[src/rtl/ostimer_pkg.sv]
// Package: register offsets shared by the timer, its checker and its bench.
// Assumes byte addressing with 4-byte registers; only aligned offsets decode.
package ostimer_pkg;
    localparam int unsigned OFS_MATCH0 = 'h00;  // first compare value
    localparam int unsigned OFS_STRIDE = 4;     // spacing of compare values
    localparam int unsigned OFS_COUNT  = 'h10;  // live counter
    localparam int unsigned OFS_STATUS = 'h14;  // sticky flags, write 1 to clear
    localparam int unsigned OFS_WDOG   = 'h18;  // watchdog arm bit 0
    localparam int unsigned OFS_IEN    = 'h1C;  // channel enables
endpackage

[src/rtl/ostimer_counter.sv]
// Free-running up-counter.
// Loads from the bus with priority over the tick strobe, wraps modulo 2^W.
// Also presents the incremented value and whether a step happens, for the compare logic.
module ostimer_counter #(
    parameter int W = 32
) (
    input  logic         clk,
    input  logic         rst_n,
    input  logic         tick_en,
    input  logic         load,
    input  logic [W-1:0] load_val,
    output logic [W-1:0] cnt_q,
    output logic [W-1:0] cnt_inc,
    output logic         step
);
    assign cnt_inc = cnt_q + W'(1);
    assign step    = tick_en && !load;

    // Counter register: reset, load or step.
    always_ff @(posedge clk) begin
        if (!rst_n)       cnt_q <= '0;
        else if (load)    cnt_q <= load_val;
        else if (tick_en) cnt_q <= cnt_inc;
    end
endmodule

[src/rtl/ostimer_match_ch.sv]
// One compare channel: holds a compare value and flags a hit.
// A hit means the counter is about to step onto the compare value.
// Assumes step and cnt_inc come from ostimer_counter.
module ostimer_match_ch #(
    parameter int W = 32
) (
    input  logic         clk,
    input  logic         rst_n,
    input  logic         wr,
    input  logic [W-1:0] wdata,
    input  logic         step,
    input  logic [W-1:0] cnt_inc,
    output logic [W-1:0] match_q,
    output logic         hit
);
    assign hit = step && (cnt_inc == match_q);

    // Compare value register, written from the bus.
    always_ff @(posedge clk) begin
        if (!rst_n)  match_q <= '0;
        else if (wr) match_q <= wdata;
    end
endmodule

[src/rtl/ostimer_irq_ctrl.sv]
// Interrupt enable, sticky status and watchdog arm/pulse logic.
// Assumes hit is a one-cycle strobe per channel.
// Within a cycle, a set beats a clear, and a software arm write beats the self-clear.
module ostimer_irq_ctrl #(
    parameter int NUM_CH  = 4,
    parameter int IEN_W   = 12,
    parameter int WDOG_CH = NUM_CH - 1
) (
    input  logic              clk,
    input  logic              rst_n,
    input  logic [NUM_CH-1:0] hit,
    input  logic              ien_wr,
    input  logic [IEN_W-1:0]  ien_wdata,
    input  logic              stat_wr,
    input  logic [NUM_CH-1:0] stat_wdata,
    input  logic              arm_wr,
    input  logic              arm_wdata,
    output logic [IEN_W-1:0]  ien_q,
    output logic [NUM_CH-1:0] stat_q,
    output logic              arm_q,
    output logic              wdog_req
);
    logic [NUM_CH-1:0] clr_mask;
    logic [NUM_CH-1:0] set_mask;
    logic              fire;

    assign clr_mask = stat_wr ? stat_wdata : '0;
    assign set_mask = hit & ien_q[NUM_CH-1:0];
    assign fire     = hit[WDOG_CH] && arm_q;

    // Enable register: keeps all IEN_W bits of a write.
    always_ff @(posedge clk) begin
        if (!rst_n)      ien_q <= '0;
        else if (ien_wr) ien_q <= ien_wdata;
    end

    // Sticky status: clear written ones, then set enabled hits.
    always_ff @(posedge clk) begin
        if (!rst_n) stat_q <= '0;
        else        stat_q <= (stat_q & ~clr_mask) | set_mask;
    end

    // Watchdog arm bit: set or cleared by software, self-clears when it fires.
    always_ff @(posedge clk) begin
        if (!rst_n)      arm_q <= 1'b0;
        else if (arm_wr) arm_q <= arm_wdata;
        else if (fire)   arm_q <= 1'b0;
    end

    // Reset request: one registered cycle per firing.
    always_ff @(posedge clk) begin
        if (!rst_n) wdog_req <= 1'b0;
        else        wdog_req <= fire;
    end
endmodule

[src/rtl/ostimer_top.sv]
// Four-channel match timer with a watchdog on the last channel.
// Decodes a simple synchronous register bus, instantiates the counter,
// one compare channel per NUM_CH, and the interrupt/watchdog controller.
// Assumes NUM_CH <= 4 so compare offsets stay below the counter offset.
// Reads are combinational.
module ostimer_top
    import ostimer_pkg::*;
#(
    parameter int DATA_W = 32,
    parameter int ADDR_W = 8,
    parameter int NUM_CH = 4,
    parameter int IEN_W  = 12
) (
    input  logic              clk,
    input  logic              rst_n,
    input  logic              tick_en,
    input  logic [ADDR_W-1:0] bus_addr,
    input  logic              bus_we,
    input  logic [DATA_W-1:0] bus_wdata,
    output logic [DATA_W-1:0] bus_rdata,
    output logic [NUM_CH-1:0] irq,
    output logic              wdog_rst_req
);
    localparam int WDOG_CH = NUM_CH - 1;

    logic              sel_cnt, sel_stat, sel_wdog, sel_ien;
    logic [NUM_CH-1:0] sel_match;
    logic [DATA_W-1:0] cnt_q, cnt_inc;
    logic              step;
    logic [DATA_W-1:0] match_q [NUM_CH];
    logic [NUM_CH-1:0] hit;
    logic [IEN_W-1:0]  ien_q;
    logic [NUM_CH-1:0] stat_q;
    logic              arm_q;

    // Address decode for the fixed registers.
    assign sel_cnt  = (bus_addr == ADDR_W'(OFS_COUNT));
    assign sel_stat = (bus_addr == ADDR_W'(OFS_STATUS));
    assign sel_wdog = (bus_addr == ADDR_W'(OFS_WDOG));
    assign sel_ien  = (bus_addr == ADDR_W'(OFS_IEN));

    ostimer_counter #(.W(DATA_W)) u_counter (
        .clk      (clk),
        .rst_n    (rst_n),
        .tick_en  (tick_en),
        .load     (bus_we && sel_cnt),
        .load_val (bus_wdata),
        .cnt_q    (cnt_q),
        .cnt_inc  (cnt_inc),
        .step     (step)
    );

    for (genvar i = 0; i < NUM_CH; i++) begin : g_ch
        assign sel_match[i] = (bus_addr == ADDR_W'(OFS_MATCH0 + OFS_STRIDE * i));

        ostimer_match_ch #(.W(DATA_W)) u_ch (
            .clk     (clk),
            .rst_n   (rst_n),
            .wr      (bus_we && sel_match[i]),
            .wdata   (bus_wdata),
            .step    (step),
            .cnt_inc (cnt_inc),
            .match_q (match_q[i]),
            .hit     (hit[i])
        );
    end

    ostimer_irq_ctrl #(
        .NUM_CH  (NUM_CH),
        .IEN_W   (IEN_W),
        .WDOG_CH (WDOG_CH)
    ) u_irq (
        .clk        (clk),
        .rst_n      (rst_n),
        .hit        (hit),
        .ien_wr     (bus_we && sel_ien),
        .ien_wdata  (bus_wdata[IEN_W-1:0]),
        .stat_wr    (bus_we && sel_stat),
        .stat_wdata (bus_wdata[NUM_CH-1:0]),
        .arm_wr     (bus_we && sel_wdog),
        .arm_wdata  (bus_wdata[0]),
        .ien_q      (ien_q),
        .stat_q     (stat_q),
        .arm_q      (arm_q),
        .wdog_req   (wdog_rst_req)
    );

    assign irq = stat_q;

    // Read multiplexer: zero for any offset that decodes to nothing.
    always_comb begin
        bus_rdata = '0;
        if (sel_cnt)  bus_rdata = cnt_q;
        if (sel_stat) bus_rdata = {{(DATA_W-NUM_CH){1'b0}}, stat_q};
        if (sel_wdog) bus_rdata = {{(DATA_W-1){1'b0}}, arm_q};
        if (sel_ien)  bus_rdata = {{(DATA_W-IEN_W){1'b0}}, ien_q};
        for (int i = 0; i < NUM_CH; i++) begin
            if (sel_match[i]) bus_rdata = match_q[i];
        end
    end
endmodule

[config.mk]
export PLATFORM = sky130hd
export DESIGN_NAME = ostimer_top
export DESIGN_NICKNAME = d
export VERILOG_FILES = /design/src/rtl/ostimer_pkg.sv /design/src/rtl/ostimer_counter.sv /design/src/rtl/ostimer_match_ch.sv /design/src/rtl/ostimer_irq_ctrl.sv /design/src/rtl/ostimer_top.sv
export SDC_FILE = /design/constraint.sdc
export NUM_CORES = 1
export LEC_CHECK = 0
export BUFFER_PORTS_ARGS = -buffer_cell sky130_fd_sc_hd__buf_2
export CAP_MARGIN = 20
export CORE_ASPECT_RATIO = 0.9
export CORE_UTILIZATION = 26
export CTS_BUF_LIST = sky130_fd_sc_hd__clkbuf_8
export CTS_CLUSTER_DIAMETER = 60
export CTS_CLUSTER_SIZE = 8
export DETAILED_ROUTE_END_ITERATION = 7
export GPL_TIMING_DRIVEN = 0
export SLEW_MARGIN = 20
export SYNTH_ARGS = -nofsm -noshare
export SYNTH_HDL_FRONTEND = slang
export SYNTH_SLANG_ARGS = --single-unit
[constraint.sdc]
create_clock -name clk -period 4.9 [get_ports clk]
set_input_delay 0.98 -clock clk [delete_from_list [all_inputs] [get_ports clk]]
set_output_delay 0.98 -clock clk [all_outputs]
set_load 0.01 [all_outputs]
==> results of run 1 <==
area by class of cell:
class | instances | area (µm²) | area share [%]
clock buffers | 17 | 234 | 1.76
plain buffers | 130 | 551 | 4.15
flip-flops and latches | 178 | 3560 | 26.8
well taps | 600 | 751 | 5.65
repair buffers | 78 | 397 | 2.99
multi-input cells | 1282 | 7560 | 56.9
clock inverters | 15 | 158 | 1.19
diodes | 1 | 2.50 | 0.0188
inverters | 17 | 63.8 | 0.480
routing by layer:
metal	track usage, %	wire length (µm)
met1	34.8	26000
met2	37.1	24700
met3	5.62	4900
met4	10.0	2130
met5	0	0
worst min-delay path by stage:
stage,start,end,slack [ns],depth (start not counted)
after floorplan,u_irq.ien_q[10],u_irq.ien_q[10],0.43,2
after global placement,u_irq.ien_q[7],u_irq.ien_q[7],0.44,2
after detailed placement,u_irq.ien_q[9],u_irq.ien_q[9],0.44,2
after CTS,u_irq.ien_q[9],u_irq.ien_q[9],0.46,2
after global routing,g_ch[1].u_ch.match_q[0],g_ch[1].u_ch.match_q[0],0.50,2
final,u_irq.ien_q[9],u_irq.ien_q[9],0.46,2
registers in the layout (all words and copies together), names as in the netlist:
register,cells
u_irq.ien_q,12
u_counter.cnt_q,32
g_ch.u_ch.match_q,128
u_irq.arm_q,1
u_irq.stat_q,4
u_irq.wdog_req,1
power groups by stage:
stage	clock network, W	logic [W]	registers, W
floorplan	0	0.000106	0.00149
global placement	0	0.000223	0.00149
detailed placement	0	0.000224	0.00149
CTS	0.00109	0.000225	0.00145
global route	0.00114	0.000240	0.00146
finish	0.00108	0.000232	0.00145
placed cells by master, fill, tap and decap left out, types with 5 or more instances in the layout:
cell	count
buf_1	10
o2111ai_1	9
mux2_2	13
a211oi_1	46
nand2_1	354
a21oi_1	197
nand2b_1	11
xnor2_1	85
a221o_1	6
a22oi_1	20
nand3_1	36
nor2_1	132
buf_2	87
nor3_2	5
dfxtp_1	178
o21ai_0	27
xor2_1	76
and4_1	9
clkbuf_8	17
clkbuf_1	98
a2111oi_0	7
xnor3_1	7
inv_1	18
a22o_1	9
or4_1	9
o211ai_1	5
nor4_1	16
nor3_1	14
o31ai_1	6
o22ai_1	20
and3_1	18
or3_1	6
a31oi_1	6
nand4_1	30
and2_1	9
buf_6	5
nor2b_1	8
mux2i_1	16
repair_timing:
item	in CTS	in global routing
resized for setup	2	8
hold buffers	0	0
setup endpoints to repair	10	12
buffers inserted	0	0
pin swaps	0	0
per-stage QoR:
step	setup TNS, ns	cell area (µm²)	setup WS, ns
floorplan	0	11700	0.864
global placement	-15.87	12800	-0.823
detailed placement	-0.578	12900	-0.207
CTS	0	13300	0.00417
global route	-0.00297	13300	-0.00297
finish	0	13300	0.0350
worst max-delay path: stages:
cell      delay (ns)
buf_2           0.09
or4_1           0.64
nor3_4          0.46
and2_1          0.36
nand2_1         0.30
clkbuf_2        0.46
o21ai_0         0.38
buf_2           0.20
logic make-up (layout without fill, tap and decap cells):
logic type	after synthesis	after routing	share of synthesized area, %
muxes	29	29	2.62
AOI/OAI and AO/OA	396	396	21.3
adders and majority gates	1	1	0.107
and+or+nand+nor	688	688	26.9
buffers and inverters	148	257	5.23
xor gates and xnor gates	168	168	13.4
other	0	1	0
DFF	178	178	30.4
==> flow_metrics.env, run 1 <==
export IMPL_synth_edff_count=0
export IMPL_hpwlAfterDp_um=45000
export IMPL_critPathMaxFanout=10
export IMPL_routed_wl_um=57700
export IMPL_synth_seq_cells=178
export IMPL_required_ns=3.92
export IMPL_syn_nets=1653
export IMPL_tightest_slew_ns=1.14
export IMPL_final_util_pct=30.0
export IMPL_r2r_start="u_counter.cnt_q[1]"
export IMPL_fp_dieH_um=203
export IMPL_avgSynthCellArea_um2=7.28
export IMPL_max_freq_ghz=0.206
export IMPL_total_leakage_power_nw=4.42
export IMPL_numPortBuffers=77
export IMPL_end_kind="primary output"
export IMPL_setup_violations=0
export IMPL_antenna_found_initial=0
export IMPL_reg2reg_slack_ns=0.38
export IMPL_drc=0
export IMPL_hold_viol=0
export IMPL_hp_class="flip-flop to flip-flop"
export IMPL_start_util_pct=26.4
export IMPL_pwr_share_clk_pct=39.0
export IMPL_cts_sinks=178
export IMPL_start_kind="input pin"
export IMPL_viasPerCell=5.57
export IMPL_synth_warnings=0
export IMPL_gp_congestion=1.01
export IMPL_cts_buffers_inserted=17
export IMPL_num_fill_cells=4861
export IMPL_synthArstFlopShare_pct=0
export IMPL_share_comb_of_total_power_pct=8.4
export IMPL_drtIter0Drc=1440
export IMPL_grt_pass1_wl_um=83100
export IMPL_track_usage_pct=25.0
export IMPL_synth_cell_types=75
export IMPL_dieArea_um2=45900
export IMPL_startpoint="bus_addr[7]"
export IMPL_yosysSeqAreaShare_pct=30.4
export IMPL_syn_inst=1608
export IMPL_rsz0062_at_grt="true"
export IMPL_drv_cap=0
export IMPL_drive_gt1_share_pct=9.84
export IMPL_yosys_area_top_type="dfxtp_1"
export IMPL_synthFlopType="dfxtp_1"
export IMPL_h_tree_depth=4
export IMPL_path_class="input pin to primary output"
export IMPL_routedWlPerCell_um=24.9
export IMPL_seqPwrFrac_pct=52.6
export IMPL_min_period_ns=4.87
export IMPL_place_inst=2286
export IMPL_status="completed"
export IMPL_final_cells=2318
export IMPL_critPathCapture="bus_rdata[29]"
export IMPL_synthesis_area_um2=11700
export IMPL_die_x_um=226
export IMPL_rows=73
export IMPL_worst_skew_pair_late_latency_ns=0.53
export IMPL_synth_most_common_cell="nand2_1"
export IMPL_fin_skew_ns=0.0167
export IMPL_cts_buffer_depth=2
export IMPL_cts_tree="done"
export IMPL_grt_pass1_vias=12021
export IMPL_final_nets=1749
export IMPL_vdd_drop_max_uv=175
export IMPL_grt_max_degree=17
export IMPL_ios=81
export IMPL_sw_frac_of_total_pct=28.9
export IMPL_ys_top_cells_by_count="nand2_1 (354), a21oi_1 (197), dfxtp_1 (178)"
export IMPL_slew_violations=0
export IMPL_gr_total_overflow=0
export IMPL_cts_root_buffer="clkbuf_8"
export IMPL_p_switching_w=0.000800
export IMPL_ant_nets=0
export IMPL_core_area_um2=44300
export IMPL_rr_endpoint="u_irq.stat_q[2]"
export IMPL_reg2reg_depth=10
export IMPL_powerDensity_nw_per_um2=208
export IMPL_areaGrowthSynthToFinish_pct=13.4
export IMPL_vias=12908
export IMPL_worst_ep_arrival_time_ns=3.89
export IMPL_p_int_w=0.00197
export IMPL_power_w=0.00277
export IMPL_synth_area_leaders="dfxtp_1 (30%), nand2_1 (11%), a21oi_1 (8.4%)"
export IMPL_clk_pin_slew_ns=0.10
export IMPL_firstDrtPassIters=5
export IMPL_timing_final_crit_share_pct=99.3
export IMPL_relSlewSlack_pct=23.9
export IMPL_hold_slack_ns=0.460
export IMPL_synth_top_area_share_pct=30.4
No activity file was read; power rests on OpenSTA's default activity.
==> run 2, diff against run 1 <==
SETUP_SLACK_MARGIN = 0.2   (was not set)
==> run 2 against run 1 <==
  * Flip-flop and latch count unchanged
  * Non-clock buffer count rose by 3
  * First-iteration DRC count rose by 8.0%
  * Sequential power about the same
  * Register-to-register slack improved by 0.05 ns
  * Utilization increased by 0.079 points
  * Clock power hardly changed
  * Worst hold slack improved by 0.0015 ns
  * Largest power group unchanged
==> flow_metrics.env, run 2 (synthesis results as in run 1) <==
export IMPL_cp_top_family="buffers and inverters"
export IMPL_reg_largest_list="g_ch.u_ch.match_q x128, u_counter.cnt_q x32, u_irq.ien_q x12"
export IMPL_fp_dieH_um=203
export IMPL_critPathMaxFanout=10
export IMPL_place_inst=2286
export IMPL_hold_viol=0
export IMPL_routed_wl_um=57700
export IMPL_hp_class="flip-flop to flip-flop"
export IMPL_worst_skew_pair_late_latency_ns=0.53
export IMPL_final_nets=1752
export IMPL_cts_buffers_inserted=17
export IMPL_cts_root_buffer="clkbuf_8"
export IMPL_vias=13018
export IMPL_setup_tns_ns=0
export IMPL_grt_use_met1_pct=34.8
export IMPL_slew_violations=0
export IMPL_antenna_found_initial=0
export IMPL_crit_path_frequent_cell="buf_2"
export IMPL_min_period_ns=4.56
export IMPL_total_leakage_power_nw=4.45
export IMPL_crit_chain="buf_2, clkbuf_1, clkdlybuf4s15_1, nand2_1, buf_2, o21ai_0, buf_2"
export IMPL_worst_path_largest_cell_delay_ns=0.72
export IMPL_h_tree_depth=4
export IMPL_areaGrowthSynthToFinish_pct=13.7
export IMPL_regMostFlops="g_ch.u_ch.match_q"
export IMPL_timing_final_crit_share_pct=93.1
export IMPL_dpl_cell_area_um2=12900
export IMPL_tightest_slew_ns=1.14
export IMPL_drv_cap=0
export IMPL_hpwlAfterDp_um=45000
export IMPL_start_kind="input pin"
export IMPL_slowest_stage="clkdlybuf4s15_1"
export IMPL_setup_violations=0
export IMPL_core_area_um2=44300
export IMPL_drive_gt1_share_pct=10.1
export IMPL_grt_max_degree=17
export IMPL_track_usage_pct=25.0
export IMPL_met2_usage_pct=37.2
export IMPL_die_x_um=226
export IMPL_top_usage_layer="met2"
export IMPL_start_util_pct=26.4
export IMPL_cts_tree="done"
export IMPL_final_common_cell="nand2_1"
export IMPL_holdBufCountCts=0
export IMPL_final_cells=2321
export IMPL_ios=81
export IMPL_fin_skew_ns=0.0184
export IMPL_powerDensity_nw_per_um2=208
export IMPL_routedWlPerCell_um=24.9
export IMPL_gp_congestion=1.01
export IMPL_rows=73
export IMPL_cts_sinks=178
export IMPL_gr_total_overflow=0
export IMPL_worst_ep_arrival_time_ns=3.58
export IMPL_rsz0062_at_grt="false"
export IMPL_viasPerCell=5.61
export IMPL_ant_nets=0
export IMPL_end_kind="primary output"
export IMPL_firstDrtPassIters=5
export IMPL_dieArea_um2=45900
export IMPL_vdd_drop_max_uv=174
export IMPL_drtIter0Drc=1555
export IMPL_clk_pin_slew_ns=0.10
export IMPL_relSlewSlack_pct=23.9
export IMPL_path_buf_inv=5
export IMPL_path_class="input pin to primary output"
export IMPL_required_ns=3.92
export IMPL_final_area_um2=13300
export IMPL_max_freq_ghz=0.219
export IMPL_grt_pass1_vias=12010
export IMPL_largest_reg_flops=128
export IMPL_drc=0
export IMPL_status="completed"
export IMPL_numPortBuffers=77
export IMPL_grt_pass1_wl_um=83000
export IMPL_mostFrequentLayoutCells="nand2_1 (354), a21oi_1 (197), dfxtp_1 (178)"
export IMPL_cts_buffer_depth=2
export IMPL_globalRouteMet3Util_pct=5.60
[run 2: changes by cell type in the layout (fill, tap and decap cells not counted), sizes merged]
cell and delta:
clkdlybuf4s15 +1, buf +2
[run 2: final timing paths]
check	from	slack (ns)	depth (start not counted)	end
setup / recovery	bus_addr[2]	0.34	7	bus_rdata[29]
hold / removal	u_irq.ien_q[9]	0.46	2	u_irq.ien_q[9]
setup reg to reg	u_counter.cnt_q[1]	0.43	11	u_irq.wdog_req
hold reg to reg	u_irq.ien_q[9]	0.46	2	u_irq.ien_q[9]
[run 2: power by group]
group | total, W | internal [W] | switching, W
Combinational | 0.000234 | 0.0000606 | 0.000173
Sequential | 0.00145 | 0.00145 | 0.00000539
Clock | 0.00107 | 0.000456 | 0.000618
[run 2: worst min-delay path: stages (launching register included)]
cell,delay [ns]
dfxtp_1,0.32
nand2_1,0.05
a21oi_1,0.05
[run 2: per-layer routing]
metal  routed length (µm)  up-vias  part of all wire (%)
met2                24700      739                    43
met4                 2090        0                   3.6
met3                 5360      117                   9.3
li1                     -     5826                     -
met5                    0        -                     0
met1                25600     6336                    44
[run 2: timing repair]
| item | CTS | global route |
|---|---|---|
| endpoints found under the hold margin | 0 | 0 |
| pin swaps | 0 | 1 |
| setup endpoints to repair | 22 | 15 |
| resized for setup | 7 | 7 |
| buffers inserted | 0 | 2 |
[run 2: layout make-up]
class | instances | area, µm²
timing repair buffer | 80 | 412
fill | 4854 | 31000
multi-input combinational | 1282 | 7570
clock inverter | 15 | 158
inverter | 17 | 63.8
sequential | 178 | 3560
tap | 600 | 751
buffer | 131 | 564
antenna | 1 | 2.50
clock buffer | 17 | 234
[run 2: per-stage QoR]
step	hold WS [ns]	setup WS (ns)	power, W	util (%)
final	0.461	0.337	0.00276	30.1
after global routing	0.497	0.245	0.00284	30.1
after CTS	0.457	0.129	0.00277	30.0
after detailed placement	0.444	-0.207	0.00171	29.1
after global placement	0.443	-0.823	0.00171	29.0
after floorplan	0.432	0.864	0.00159	-
==> run 3, diff against run 2 <==
BUFFER_PORTS_ARGS = not set   (was -buffer_cell sky130_fd_sc_hd__buf_2)
DONT_BUFFER_PORTS = 1   (was not set)
==> run 3 against run 2 <==
  * Final area shrank 3.4%
  * Final cell count shrank 3.4%
  * Die area is the same
  * Sequential share of layout area grew 0.93 points
  * Maximum frequency shrank 2.8%
  * Critical endpoint is now bus_rdata[11]
  * Largest power group unchanged
==> flow_metrics.env, run 3 (synthesis results as in run 1) <==
export IMPL_required_ns=3.92
export IMPL_mostFrequentLayoutCells="nand2_1 (354), a21oi_1 (197), dfxtp_1 (178)"
export IMPL_cts_buffers_inserted=17
export IMPL_tightest_slew_ns=1.28
export IMPL_setup_tns_ns=0
export IMPL_clk_pin_slew_ns=0.10
export IMPL_path_class="input pin to primary output"
export IMPL_seqPwrFrac_pct=55.1
export IMPL_dr_wl_met2_um=25000
export IMPL_numPortBuffers=0
export IMPL_die_x_um=226
export IMPL_startpoint="bus_addr[7]"
export IMPL_rsz0062_at_grt="true"
export IMPL_post_place_ws_ns=-0.205
export IMPL_powerDensity_nw_per_um2=205
export IMPL_routedWlPerCell_um=26.1
export IMPL_highest_layer="met4"
export IMPL_holdCritStartpoint="u_irq.ien_q[4]"
export IMPL_hp_class="flip-flop to flip-flop"
export IMPL_vias=12657
export IMPL_antennaDiodeCount=0
export IMPL_total_leakage_power_nw=4.06
export IMPL_hold_viol=0
export IMPL_cts_buffer_depth=2
export IMPL_gp_congestion=1.02
export IMPL_dieArea_um2=45900
export IMPL_grt_pass1_vias=11921
export IMPL_timing_final_crit_share_pct=95.8
export IMPL_met1Wirelength_um=25900
export IMPL_cts_sinks=178
export IMPL_ios=81
export IMPL_start_kind="input pin"
export IMPL_drc=0
export IMPL_hold_slack_ns=0.462
export IMPL_power_w=0.00264
export IMPL_end_kind="primary output"
export IMPL_slew_violations=0
export IMPL_min_period_ns=4.69
export IMPL_share_comb_of_total_power_pct=7.1
export IMPL_gr_total_overflow=0
export IMPL_layout_setup_ws_ns=0.205
export IMPL_vdd_drop_max_uv=163
export IMPL_largest_reg_flops=128
export IMPL_setup_violations=0
export IMPL_final_common_cell="nand2_1"
export IMPL_sw_frac_of_total_pct=29.4
export IMPL_antenna_found_initial=1
export IMPL_grt_max_degree=17
export IMPL_reg_largest_list="g_ch.u_ch.match_q x128, u_counter.cnt_q x32, u_irq.ien_q x12"
export IMPL_relSlewSlack_pct=13.7
export IMPL_fin_skew_ns=0.0246
export IMPL_areaGrowthSynthToFinish_pct=9.87
export IMPL_drive_gt1_share_pct=5.66
export IMPL_wl_met3_um=5880
export IMPL_firstDrtPassIters=7
export IMPL_p_int_w=0.00187
export IMPL_status="completed"
export IMPL_p_switching_w=0.000777
export IMPL_pwr_share_clk_pct=37.8
export IMPL_fp_dieH_um=203
export IMPL_routed_wl_um=58500
export IMPL_worst_ep_arrival_time_ns=3.71
export IMPL_grt_pass1_wl_um=84400
export IMPL_worst_skew_pair_late_latency_ns=0.54
export IMPL_ant_nets=0
export IMPL_core_area_um2=44300
export IMPL_cts_tree="done"
export IMPL_final_nets=1674
export IMPL_rows=73
export IMPL_critPathMaxFanout=10
export IMPL_viasPerCell=5.65
export IMPL_drv_cap=0
export IMPL_place_inst=2209
export IMPL_start_util_pct=26.4
export IMPL_h_tree_depth=4
export IMPL_max_freq_ghz=0.213
export IMPL_r2r_start="u_counter.cnt_q[1]"
export IMPL_track_usage_pct=25.5
export IMPL_cts_root_buffer="clkbuf_8"
export IMPL_drtIter0Drc=1610
export IMPL_regMostFlops="g_ch.u_ch.match_q"
export IMPL_final_cells=2242
export IMPL_hpwlAfterDp_um=45600
## run 3: area by class of cell
cell class,instances,area (µm²)
sequential,178,3560
fill,4844,31400
clock inverter,14,106
inverter,17,63.8
tap,600,751
multi-input combinational,1282,7570
clock buffer,18,248
timing repair buffer,2,18.8
buffer,131,553
## run 3: stage by stage
stage | instance area (µm²) | util (%)
5_1_grt | 12900 | 29.1
4_1_cts | 12900 | 29.0
3_3_place_gp | 12500 | 28.1
3_5_place_dp | 12500 | 28.2
2_1_floorplan | 11700 | -
6_report | 12900 | 29.1
## run 3: path summary, 6_finish.rpt
| kind | to | slack (ns) | depth (start not counted) |
|---|---|---|---|
| worst max-delay path | bus_rdata[11] | 0.21 | 6 |
| worst min-delay path | u_irq.ien_q[4] | 0.46 | 2 |
| worst max register to register | u_irq.stat_q[1] | 0.34 | 10 |
| worst min register to register | u_irq.ien_q[4] | 0.46 | 2 |
## run 3: power groups by stage
| stage | clock (W) | sequential (W) | combinational (W) |
|---|---|---|---|
| final | 0.000999 | 0.00145 | 0.000189 |
| after global routing | 0.00106 | 0.00146 | 0.000195 |
| after CTS | 0.00101 | 0.00145 | 0.000181 |
| after detailed placement | 0 | 0.00149 | 0.000180 |
| after global placement | 0 | 0.00149 | 0.000179 |
| after floorplan | 0 | 0.00149 | 0.000106 |
## run 3: worst max-delay path, stage by stage
cell and delay [ns]:
or4_1 0.67, nor3_4 0.51, and2_1 0.34, buf_1 0.59, a211oi_1 0.17, a21oi_1 0.44
## run 3: per-layer routing
metal,global-route usage [%],vias to the layer above
met5,0,-
met4,8.24,0
met3,6.64,100
met2,38.3,683
met1,35.4,6221
li1,-,5653
## run 3: timing repair
action	in CTS	in global routing
gates resized for setup	5	6
pin swaps	0	0
hold buffers	0	0
setup buffers	0	0
setup endpoints to repair	18	14
